## src/rtl/pwr_seq_ctrl.sv

```systemverilog
module pwr_seq_ctrl #(
  parameter int CLK_HZ  = 50_000_000,
  parameter int N_OUT   = 7,
  parameter int FIX_IDX = 3,
  parameter int SLOT_MS = 2,
  parameter int DLY_W   = 8
) (
  input  logic               clk,
  input  logic               rst_n,
  input  logic               req_on,
  input  logic               req_off,
  input  logic               req_sleep,
  input  logic               req_wake,
  input  logic [DLY_W-1:0]   dly_ms,
  input  logic [3*N_OUT-1:0] slot_cfg,
  input  logic [N_OUT-1:0]   sleep_mask,
  input  logic [N_OUT-1:0]   pgood,
  output logic [N_OUT-1:0]   en,
  output logic [4:0]         state_code,
  output logic               irq_on,
  output logic               irq_off,
  output logic               irq_sleep,
  output logic               fault
);
  localparam int DIV  = CLK_HZ / 1000;
  localparam int CW   = (DIV > 1) ? $clog2(DIV) : 1;
  localparam int TO_T = 4 * SLOT_MS;
  localparam int TMAX = (TO_T > (1 << DLY_W)) ? TO_T : (1 << DLY_W);
  localparam int TW   = $clog2(TMAX + 1);
  localparam logic [CW-1:0]    C_LAST = CW'(DIV - 1);
  localparam logic [TW-1:0]    T_SLOT = TW'(SLOT_MS);
  localparam logic [TW-1:0]    T_TO   = TW'(TO_T);
  localparam logic [N_OUT-1:0] FIXB   = N_OUT'(1) << FIX_IDX;

  typedef enum logic [2:0] {S_OFF, S_ON, S_SLP, S_DLY, S_SEQ} st_t;
  typedef enum logic [1:0] {K_ON, K_OFF, K_SLP, K_WAK} kind_t;

  st_t              st;
  kind_t            kind, go_kind, ak;
  logic [2:0]       slot, tgt;
  logic [CW-1:0]    cnt_c;
  logic [TW-1:0]    cnt_t;
  logic [DLY_W-1:0] dly_q;

  function automatic logic [N_OUT-1:0] pick(input logic [3*N_OUT-1:0] cfg,
                                            input logic [N_OUT-1:0] lim,
                                            input logic [2:0] k);
    logic [N_OUT-1:0] m;
    for (int i = 0; i < N_OUT; i++)
      m[i] = (i != FIX_IDX) && (cfg[3*i +: 3] == k) && lim[i];
    return m;
  endfunction

  logic tick, off_go, on_go, slp_go, wk_go, go, afwd, enter, dly_end;
  logic ready, slot_end, timeout, adv, last;
  logic [N_OUT-1:0] lim, cur_m, am, en_nx;

  assign tick   = (cnt_c == C_LAST);
  assign off_go = req_off && (st == S_ON || st == S_SLP ||
                  ((st == S_DLY || st == S_SEQ) && kind != K_OFF));
  assign on_go  = req_on && st == S_OFF;
  assign slp_go = req_sleep && st == S_ON;
  assign wk_go  = req_wake && st == S_SLP;
  assign go     = off_go | on_go | slp_go | wk_go;

  always_comb begin
    if (off_go)      go_kind = K_OFF;
    else if (on_go)  go_kind = K_ON;
    else if (slp_go) go_kind = K_SLP;
    else             go_kind = K_WAK;
  end

  assign ak      = go ? go_kind : kind;
  assign afwd    = (ak == K_ON) || (ak == K_WAK);
  assign lim     = (ak == K_SLP || ak == K_WAK) ? sleep_mask : '1;
  assign dly_end = st == S_DLY && tick && cnt_t == TW'(dly_q) - TW'(1);
  assign enter   = (go && (go_kind == K_ON || dly_ms == '0)) || (!go && dly_end);

  assign cur_m    = pick(slot_cfg, lim, slot);
  assign ready    = !afwd || &(pgood | ~cur_m);
  assign slot_end = st == S_SEQ && ((tick && cnt_t == T_SLOT - TW'(1)) || cnt_t >= T_SLOT);
  assign timeout  = st == S_SEQ && !ready && tick && cnt_t == T_TO - TW'(1);
  assign adv      = !go && slot_end && ready;
  assign last     = afwd ? (slot == 3'd5) : (slot == 3'd1);

  always_comb begin
    if (enter)     tgt = afwd ? 3'd1 : 3'd5;
    else if (afwd) tgt = slot + 3'd1;
    else           tgt = slot - 3'd1;
  end

  assign am    = pick(slot_cfg, lim, tgt);
  assign en_nx = afwd ? (en | am | ((ak == K_ON) ? FIXB : '0)) : (en & ~am);

  always_ff @(posedge clk or negedge rst_n) begin
    if (!rst_n) begin
      st        <= S_OFF;
      kind      <= K_OFF;
      slot      <= 3'd1;
      cnt_c     <= '0;
      cnt_t     <= '0;
      dly_q     <= '0;
      en        <= '0;
      fault     <= 1'b0;
      irq_on    <= 1'b0;
      irq_off   <= 1'b0;
      irq_sleep <= 1'b0;
    end else begin
      irq_on    <= 1'b0;
      irq_off   <= 1'b0;
      irq_sleep <= 1'b0;
      cnt_c <= tick ? '0 : cnt_c + 1'b1;
      if (tick && cnt_t != '1) cnt_t <= cnt_t + 1'b1;
      if (go) begin
        kind  <= go_kind;
        dly_q <= dly_ms;
        cnt_c <= '0;
        cnt_t <= '0;
        if (on_go) fault <= 1'b0;
      end
      if (enter) begin
        st    <= S_SEQ;
        slot  <= tgt;
        en    <= en_nx;
        cnt_c <= '0;
        cnt_t <= '0;
      end else if (go) begin
        st <= S_DLY;
      end else if (timeout) begin
        st      <= S_OFF;
        en      <= '0;
        fault   <= 1'b1;
        irq_off <= 1'b1;
      end else if (adv) begin
        cnt_c <= '0;
        cnt_t <= '0;
        if (last) begin
          case (kind)
            K_OFF: begin st <= S_OFF; en <= '0; irq_off <= 1'b1; end
            K_SLP: begin st <= S_SLP; irq_sleep <= 1'b1; end
            default: begin st <= S_ON; irq_on <= 1'b1; end
          endcase
        end else begin
          slot <= tgt;
          en   <= en_nx;
        end
      end
    end
  end

  always_comb begin
    case (st)
      S_OFF:   state_code = 5'b00000;
      S_ON:    state_code = 5'b11111;
      S_SLP:   state_code = 5'b11100;
      S_DLY:   state_code = 5'b00010;
      default: state_code = {2'b10, slot};
    endcase
  end
endmodule


```

## config.mk

```make
export PLATFORM = sky130hd
export DESIGN_NAME = pwr_seq_ctrl
export DESIGN_NICKNAME = d
export VERILOG_FILES = /design/src/rtl/pwr_seq_ctrl.sv
export SDC_FILE = /design/constraint.sdc
export NUM_CORES = 1
export LEC_CHECK = 0
export BUFFER_PORTS_ARGS = -buffer_cell sky130_fd_sc_hd__buf_2
export CORE_MARGIN = 2
export CORE_UTILIZATION = 55
export CTS_CLUSTER_DIAMETER = 150
export CTS_CLUSTER_SIZE = 28
export DETAILED_ROUTE_END_ITERATION = 7
export HOLD_SLACK_MARGIN = 0.15
export PLACE_DENSITY = 0.74
export SYNTH_ARGS = -nofsm -noshare
export SYNTH_HDL_FRONTEND = slang
export SYNTH_SLANG_ARGS = --single-unit
```

## constraint.sdc

```tcl
create_clock -name clk -period 11.8 [get_ports clk]
set_clock_uncertainty 0.2 [all_clocks]
set_input_delay 1.18 -clock clk [delete_from_list [all_inputs] [get_ports clk]]
set_output_delay 1.18 -clock clk [all_outputs]
set_load 0.01 [all_outputs]
```

# After elaboration in Yosys (flattened, before gate mapping)
# Cells that the tools add are included.
# word_totals
reg_bits	52
out_inout_bits	16
input_bits	49
# classes
mux	64
addsub	5
bitwise	9
reduce_logical	54
n_eq_ne	32
order_cmp	1
# ops
operator	count
2-to-1 mux 16 bit	6
2-to-1 mux 7 bit	8
2-to-1 mux 9 bit	6
2-to-1 mux 3 bit	13
equality test 3 bit	12
logical AND 1 bit	29
2-to-1 mux 1 bit	25
one-hot mux 5 bit (4 select lines)	1
adder 16 x 1 -> 16 bit (second input constant)	1
equality test 16 bit (second input constant)	1
NOT 7 bit	2
OR 7 bit	2
adder 9 x 1 -> 9 bit (second input constant)	1
equality test 9 x 1 -> 1 bit (second input constant)	1
equality test 9 x 3 -> 1 bit (second input constant)	1
equality test 9 bit	1
greater-or-equal comparator 9 x 2 -> 1 bit (second input constant)	1
logical OR 1 bit	9
!= test 9 bit (second input constant)	1
subtractor 8 x 1 -> 9 bit (second input constant)	1
zero test 8 bit	1
nonzero test 4 bit	2
bitwise AND 7 bit	1
OR 7 x 4 -> 7 bit	1
other kinds (24)	38

# Longest topological paths before layout
# Gate-level depths: netlist (run 1).
# logic_depth
ltp_word	24
depth_mapped	19
ltp_nobuf	16

# Least setup slack after synthesis (run 1)
# OpenSTA, ideal clock, no wires.
# synth_path
path_kind	input -> register
from	in req_wake
to	reg en[6]
setup_time_ns	0.139
slack_ns	7.311
path_buffers	3
path_stages	17
arrival_time_ns	4.149
cell_sequence	nor3b_1 -> o21ai_0 -> o21ai_0 -> nand2_1 -> clkbuf_1 -> inv_1 -> ha_1 -> clkbuf_1 -> xor2_1 -> and2_0 -> clkbuf_1 -> nand3_1 -> o31ai_1 -> o21a_1 -> o2bb2ai_1 -> a311o_1 -> o221ai_1
# synth_between
elab_chain_cells	18
# synth_rtl
element	line	text
start: declaration	13	input logic req_wake,
logical AND 1 bit *	63	assign wk_go = req_wake && st == S_SLP;
OR 1 bit *	64	assign go = off_go | on_go | slp_go | wk_go;
2-to-1 mux 2 bit *	n/a	
net ak[1]	39	kind_t kind, go_kind, ak;
parallel branches: the longest is 15 deep, another holds OR 7 bit	n/a	
end signal: assignment	124	en <= en_nx;
end signal: assignment	145	en <= en_nx;
end: declaration	18	output logic [N_OUT-1:0] en,
# Mark *: on every way through the listed nets, which the timed path passes. The select of a mux whose other input is x is not followed.
# A chain may end at the register's enable or synchronous reset.

# Worst setup path after layout (run 1)
# layout_path
from	in req_wake
to	reg cnt_c[13]
# layout_between
elab_chain_cells	18
# layout_rtl
element	line	text
logical AND 1 bit *	63	
OR 1 bit *	64	
2-to-1 mux 2 bit *	n/a	
net ak[1]	39	
equality test 2 bit, on equally long branches	75, 74	
logical OR 1 bit	75	assign lim = (ak == K_SLP || ak == K_WAK) ? sleep_mask : '1;
2-to-1 mux 7 bit	75	
logical AND 1 bit	50	m[i] = (i != FIX_IDX) && (cfg[3*i +: 3] == k) && lim[i];
NOT 7 bit	80	assign ready = !afwd || &(pgood | ~cur_m);
OR 7 bit	80	
AND reduction 7 bit	80	
logical OR 1 bit *	80	
zero test 1 bit	82	assign timeout = st == S_SEQ && !ready && tick && cnt_t == T_TO - TW'(1);
logical AND 1 bit (3 in a row)	82	
2-to-1 mux 16 bit *	129	end else if (timeout) begin
2-to-1 mux 16 bit *	127	end else if (go) begin
2-to-1 mux 16 bit *	121	if (enter) begin
end signal: assignment	112	cnt_c <= tick ? '0 : cnt_c + 1'b1;
end: declaration	41	logic [CW-1:0] cnt_c;
# The timed path passes the listed nets; every way through them passes the cells marked *.

==> results.yml, run 1 <==
global_routing:
  grt_usage_pct: 24.6
  first_global_vias: 3289
  grt_max_degree: 53
  grt-ovfl-total: 0
  grt_pass1_wl_mm: 15.2
  antenna_found_initial: 0
clocking:
  cts_resized: 0
  htreeDepth: 2
  clock_path_buffers: 2
  clock_sinks: 52
  postCtsSetupBuffers: 0
  cts_buffers: 5
  cts_tree: "done"
  insertion_delay_ns: 0.30
  cts.clk_slew.worst_paths_ns: 0.10
  holdBufCountCts: 0
  root_buffer: "clkbuf_8"
hold_path:
  min_path_type: "reg -> reg"
finish:
  final_common_cell: "buf_2"
  layout_common_cells: "59 x buf_2, 50 x dfrtp_1, 47 x nor2_1, 46 x nand2_1, 39 x xor2_1"
  drive_above_1_share_pct: 17.2
  fin_nets: 561
  final_util_pct: 64.0
  diodes: 0
  area_growth_pct: 12.2
  nFillCells: 636
floorplan:
  die_h_um: 88.2
  die_x_um: 88.2
  ios: 65
  dieArea_um2: 7770
  start_util_pct: 57.0
  row_count: 30
  core-area_um2: 6830
synthesis:
  synth_warnings: 0
  synth_top_family_by_area: "simple AND/OR/NAND/NOR gates"
  synth_mux_area_share_pct: 1.48
  netlist_instances: 451
  synth-simple-area-share_pct: 23.0
  ys_seq_area_share_pct: 33.5
  ys_ff_latch: 52
  syn-mean-instance-area_um2: 8.64
  synthArstFlopShare_pct: 100
  synth_edf_count: 0
  synth_cell_type_count: 62
  synth_flop_cell: "dfrtp_1"
  synth-compound-area-share_pct: 18.6
  synth_nets: 513
  syn_area_um2: 3890
  synth-xor-area-share_pct: 13.9
  synth_fa_ha_area_share_pct: 4.18
power_and_ir_drop:
  p_leak_nw: 1.99
  pwr-share-comb_pct: 61.7
  power.density_nw_per_um2: 263
  p_clk_share_pct: 14.3
  seq_power_share_pct: 24.0
  power_switching_w: 0.000546
  p_sw_share_pct: 47.5
  max-vdd-ir-drop_mv: 0.187
  p_int_w: 0.000605
route:
  wirelength_mm: 9.12
  num_vias: 3419
  first_iter_violations: 179
  ant_nets: 0
  avgViaCountPerCell: 5.74
  drcViolationCount: 0
  post_drt_wl_per_cell_um: 15.3
  firstDrtPassIters: 4
worst_setup_path:
  crit_type: "in -> reg"
  cp-start-kind: "input pin"
  cp_data_required_time_ns: 11.77
  end_kind: "flop"
  crit_fanout: 16
  critPathArrivalTime_ns: 4.57
timing:
  fin_crit_sh_pct: 39.0
  period_minus_slack_ns: 4.60
  drv_slew: 0
  fmax_mhz: 217
  setup-tns-final_ns: 0
  whs_ns: 0.272
  rsz0062_at_grt: "no"
  finalHoldViolCount: 0
  worst_slew_pin_slew_ns: 0.983
  finalSetupViolCount: 0
  relSlewSlack_pct: 34.1
run_status:
  status: "complete, no violations"
run:
  cap_violations: 0
placed_design:
  gp_congestion: 0.863
  dp_hpwl_mm: 6.86
  portBuffers: 59
per-layer routing:
metal	routed length, um	vias to the layer above	share of wire, %	track usage [%]
met2	4540	72	50	42.8
met1	4200	1653	46	32.5
li1	-	1688	-	-
met3	320	6	3.5	3.68
met4	61	0	0.67	5.79
met5	0	-	0	0
critical path, cell delays in order:
cell      delay, ns
buf_2          0.10
nor3b_1        0.14
o21ai_0        0.15
o21ai_0        0.17
nand2_1        0.39
inv_1          0.13
ha_1           0.44
inv_1          0.15
a221oi_1       0.62
nand2b_1       0.44
nand2b_1       0.54
nor2_1         0.11
synthesized netlist by cell type, drive strengths merged (9+ instances only):
cell type,number,area [um^2]
nand2,46,173
buf,13,91.3
xor2,39,342
nand3,29,175
dfrtp,50,1250
inv,22,82.6
ha,13,163
nor2,47,176
nor4,9,56.3
xnor2,23,201
o21ai,20,104
path summary, 6_finish.rpt:
| check | startpoint | end | slack (ns) | cells past startpoint |
|---|---|---|---|---|
| setup / recovery | req_wake | cnt_c[13]$_DFF_PN0_ | 7.20 | 12 |
| hold / removal | cnt_c[0]$_DFF_PN0_ | cnt_c[0]$_DFF_PN0_ | 0.27 | 1 |
| setup reg to reg | kind[0]$_DFF_PN1_ | cnt_c[13]$_DFF_PN0_ | 7.20 | 12 |
| hold reg to reg | cnt_c[0]$_DFF_PN0_ | cnt_c[0]$_DFF_PN0_ | 0.27 | 1 |
| max in group asynchronous | rst_n | cnt_c[1]$_DFF_PN0_ | 10.17 | 2 |
| min in group asynchronous | rst_n | dly_q[5]$_DFFE_PN0P_ | 0.79 | 2 |
logic make-up (layout without fill, tap and decap cells):
family | after synthesis | count (layout)
simple gates | 178 | 178
xor+xnor | 62 | 62
fa+ha+maj | 13 | 13
mux | 5 | 5
buf+inv | 44 | 93
compound gates | 97 | 97
flops | 52 | 52
cell type report:
| type | instances | area, um^2 | area share (%) |
|---|---|---|---|
| clock buffer | 5 | 68.8 | 1.57 |
| clock inverter | 3 | 90.1 | 2.06 |
| timing repair buffer | 62 | 318 | 7.27 |
| sequential | 52 | 1300 | 29.8 |
| inverter | 23 | 86.3 | 1.98 |
| multi-input combinational | 355 | 2380 | 54.5 |
| tap | 96 | 120 | 2.75 |
per-stage QoR:
stage / cells / power (W) / area, um^2 / setup slack, ns
final: 596 / 0.00115 / 4370 / 7.20
after global routing: 596 / 0.00125 / 4370 / 6.69
after CTS: 596 / 0.00115 / 4370 / 7.21
after detailed placement: 588 / 0.000982 / 4210 / 6.90
after global placement: 588 / 0.000954 / 4210 / 6.96
after floorplan: 451 / 0.000825 / 3890 / 7.31
state kept, by name (all words and copies together), names as in the netlist:
signal,cells
st,3
fault,1
cnt_t,9
irq_off,1
slot,3
irq_on,1
dly_q,8
cnt_c,16
kind,2
en,7
irq_sleep,1
power by group through the flow:
stage	clock network, W	registers (W)	logic [W]
detailed placement	0	0.000280	0.000702
CTS	0.000168	0.000276	0.000705
global route	0.000176	0.000283	0.000788
global placement	0	0.000277	0.000677
finish	0.000165	0.000276	0.000710
floorplan	0	0.000254	0.000571
No activity file was read; power rests on OpenSTA's default activity.
==> run 2, diff against run 1 <==
ABC_AREA = 1   (was not set)
clock period = 4.53 ns   (was 11.8 ns; I/O delays follow)
==> run 2 against run 1 <==
Sequential power increased to 2.6 times the previous value. Critical endpoint is now en[2]$_DFFE_PN0P_. Critical path type is now reg -> reg. Critical path depth increased by 9. Combinational power increased to 2.8 times the previous value. Via count increased by 7.1%. Setup slack got worse by 6.5 ns. Cell count increased by 21%.
==> results.yml, run 2 <==
run_status:
  status: "complete, no violations"
floorplan:
  row_count: 30
  die_h_um: 87.7
  ios: 65
  die_x_um: 87.7
  start_util_pct: 56.8
  dieArea_um2: 7700
  core-area_um2: 6790
global_routing:
  grt_pass1_wl_mm: 15.6
  grt_usage_pct: 25.3
  antenna_found_initial: 0
  first_global_vias: 3491
  grt-ovfl-total: 0
  grt_max_degree: 53
clocking:
  htreeDepth: 2
  insertion_delay_ns: 0.31
  root_buffer: "clkbuf_8"
  clock_sinks: 52
  postCtsSetupBuffers: 0
  clock_path_buffers: 2
  cts_buffers: 5
  cts.clk_slew.worst_paths_ns: 0.10
  cts_tree: "done"
synthesis:
  synth_top_area_cell: "dfrtp_1"
  synth_area_leaders: "dfrtp_1 32%, nand2_1 16%, inv_1 6.8%"
  yosys.cell_count.top_type: "nand2_1"
  ys_seq_area_share_pct: 33.8
  synth_flop_cell: "dfrtp_1"
  synthArstFlopShare_pct: 100
  syn-mean-instance-area_um2: 6.81
  synth_top_area_share_pct: 32.4
  ys_ff_latch: 52
  synthTopCellsByCount: "164 x nand2_1, 70 x inv_1, 59 x nor2_1, 50 x dfrtp_1, 44 x nand3_1"
  synth_edf_count: 0
  synth_nets: 628
  syn_area_um2: 3860
  synth_warnings: 0
  netlist_instances: 566
  synth_cell_type_count: 36
finish:
  layout_common_cells: "164 x nand2_1, 70 x inv_1, 59 x nor2_1, 59 x buf_2, 50 x dfrtp_1"
  area_growth_pct: 13.5
  fin_nets: 685
  multi_input_area_um2: 2170
  drive_above_1_share_pct: 16.8
  diodes: 0
  top_register: "cnt_c"
  fin_area_um2: 4380
  nFillCells: 603
  regArea_um2: 1300
  top_regs: "cnt_c x16, cnt_t x9, dly_q x8"
  final_common_cell: "nand2_1"
  largest_reg_flops: 16
power_and_ir_drop:
  power.density_nw_per_um2: 723
  p_leak_nw: 2.36
  max-vdd-ir-drop_mv: 0.545
worst_setup_path:
  end_kind: "flop"
  cp-start-kind: "flop"
  crit_type: "reg -> reg"
  cp_data_required_time_ns: 4.53
  crit_fanout: 18
  critPathArrivalTime_ns: 3.84
route:
  ant_nets: 0
  wirelength_mm: 8.94
  drcViolationCount: 0
  avgViaCountPerCell: 5.08
  first_iter_violations: 198
  num_vias: 3661
  firstDrtPassIters: 6
  post_drt_wl_per_cell_um: 12.4
placed_design:
  dpl-instance-area_um2: 4210
  portBuffers: 59
  gp_congestion: 0.960
  dp_hpwl_mm: 6.88
timing:
  setup-tns-final_ns: 0
  worst_slew_pin_slew_ns: 0.657
  relSlewSlack_pct: 56.2
  finalHoldViolCount: 0
  drv_slew: 0
  period_minus_slack_ns: 3.84
  fmax_mhz: 260
  rsz0062_at_grt: "no"
  fin_crit_sh_pct: 84.8
  finalSetupViolCount: 0
run:
  cap_violations: 0
hold_path:
  min_path_type: "in -> reg"
run 2: changes by cell type after synthesis, sizes merged, moves of 8 or more:
| cell | delta |
|---|---|
| a21oi | +11 |
| nand2 | +131 |
| nor3 | +9 |
| xor2 | -15 |
| nand3 | +18 |
| inv | +58 |
| xnor2 | -18 |
| nor2 | +18 |
| nor2b | -8 |
| a21o | -8 |
| nand4 | +9 |
| o21a | -8 |
run 2: layer usage:
layer | global-route usage (%) | wire [um]
met3 | 4.05 | 396
met1 | 34.1 | 4260
met2 | 41.6 | 4130
met5 | 0 | 0
met4 | 8.11 | 158
run 2: logic make-up (layout without fill, tap and decap cells):
family / Yosys count / in the layout / share of synthesized area (%)
compound gates: 50 / 50 / 7.01
xor+xnor: 29 / 29 / 6.59
fa+ha+maj: 13 / 13 / 4.22
buf+inv: 92 / 150 / 9.80
flops: 52 / 52 / 33.8
simple gates: 330 / 330 / 38.6
run 2: stage by stage:
stage / worst slack [ns] / utilization (%) / total power (W) / hold slack, ns / cells
after floorplan: 1.61 / - / 0.00229 / -0.0426 / 566
after global placement: 0.776 / 62.0 / 0.00267 / 0.242 / 711
after detailed placement: 0.752 / 62.0 / 0.00273 / 0.268 / 711
after CTS: 0.729 / 64.4 / 0.00318 / 0.160 / 720
after global routing: 0.348 / 64.4 / 0.00348 / 0.162 / 720
final: 0.689 / 64.4 / 0.00317 / 0.163 / 720
run 2: timing repair:
item | in CTS | in global routing
hold endpoints to repair | 50 | 0
hold buffers | 1 | 0
resized for setup | 0 | 0
run 2: path summary, 6_finish.rpt:
check,from,end,slack [ns],cells after the start
worst max-delay path,st[2]$_DFFE_PN0P_,en[2]$_DFFE_PN0P_,0.69,21
min in group asynchronous,rst_n,dly_q[6]$_DFFE_PN0P_,0.57,3
worst min register to register,cnt_c[0]$_DFF_PN0_,cnt_c[0]$_DFF_PN0_,0.28,1
worst min-delay path,dly_ms[7],dly_q[7]$_DFFE_PN0P_,0.16,3
max in group asynchronous,rst_n,cnt_c[10]$_DFF_PN0_,3.11,3
worst max register to register,st[2]$_DFFE_PN0P_,en[2]$_DFFE_PN0P_,0.69,21
run 2: final cells by class:
cell class              count  area share (%)
multi-input cells         422            49.7
flip-flops and latches     52            29.8
repair buffers             62            7.32
inverters                  80            6.86
well taps                  96            2.74
clock inverters             3            2.06
clock buffers               5            1.57
run 2: critical path, stage by stage, from the launching register on:
cell and delay (ns):
dfrtp_1 0.42, inv_2 0.16, nand3_2 0.26, nand2_1 0.19, nor2_2 0.05, nand2_2 0.25, inv_2 0.11, a22oi_1 0.28
ha_1 0.32, inv_1 0.35, nand2_1 0.10, nand2_1 0.09, xor2_1 0.17, nand2_2 0.15, nand2_2 0.19, nand2_1 0.07
nand2_1 0.08, nand3_1 0.07, nand2_1 0.06, nand2_1 0.05, nand2_1 0.06, nand2_1 0.05
run 2: where the power goes:
| part | total (W) | switching [W] | internal (W) |
|---|---|---|---|
| registers | 0.000723 | 0.000134 | 0.000589 |
| logic | 0.00201 | 0.00135 | 0.000656 |
| clock network | 0.000435 | 0.000159 | 0.000276 |
| total | 0.00317 | 0.00165 | 0.00152 |
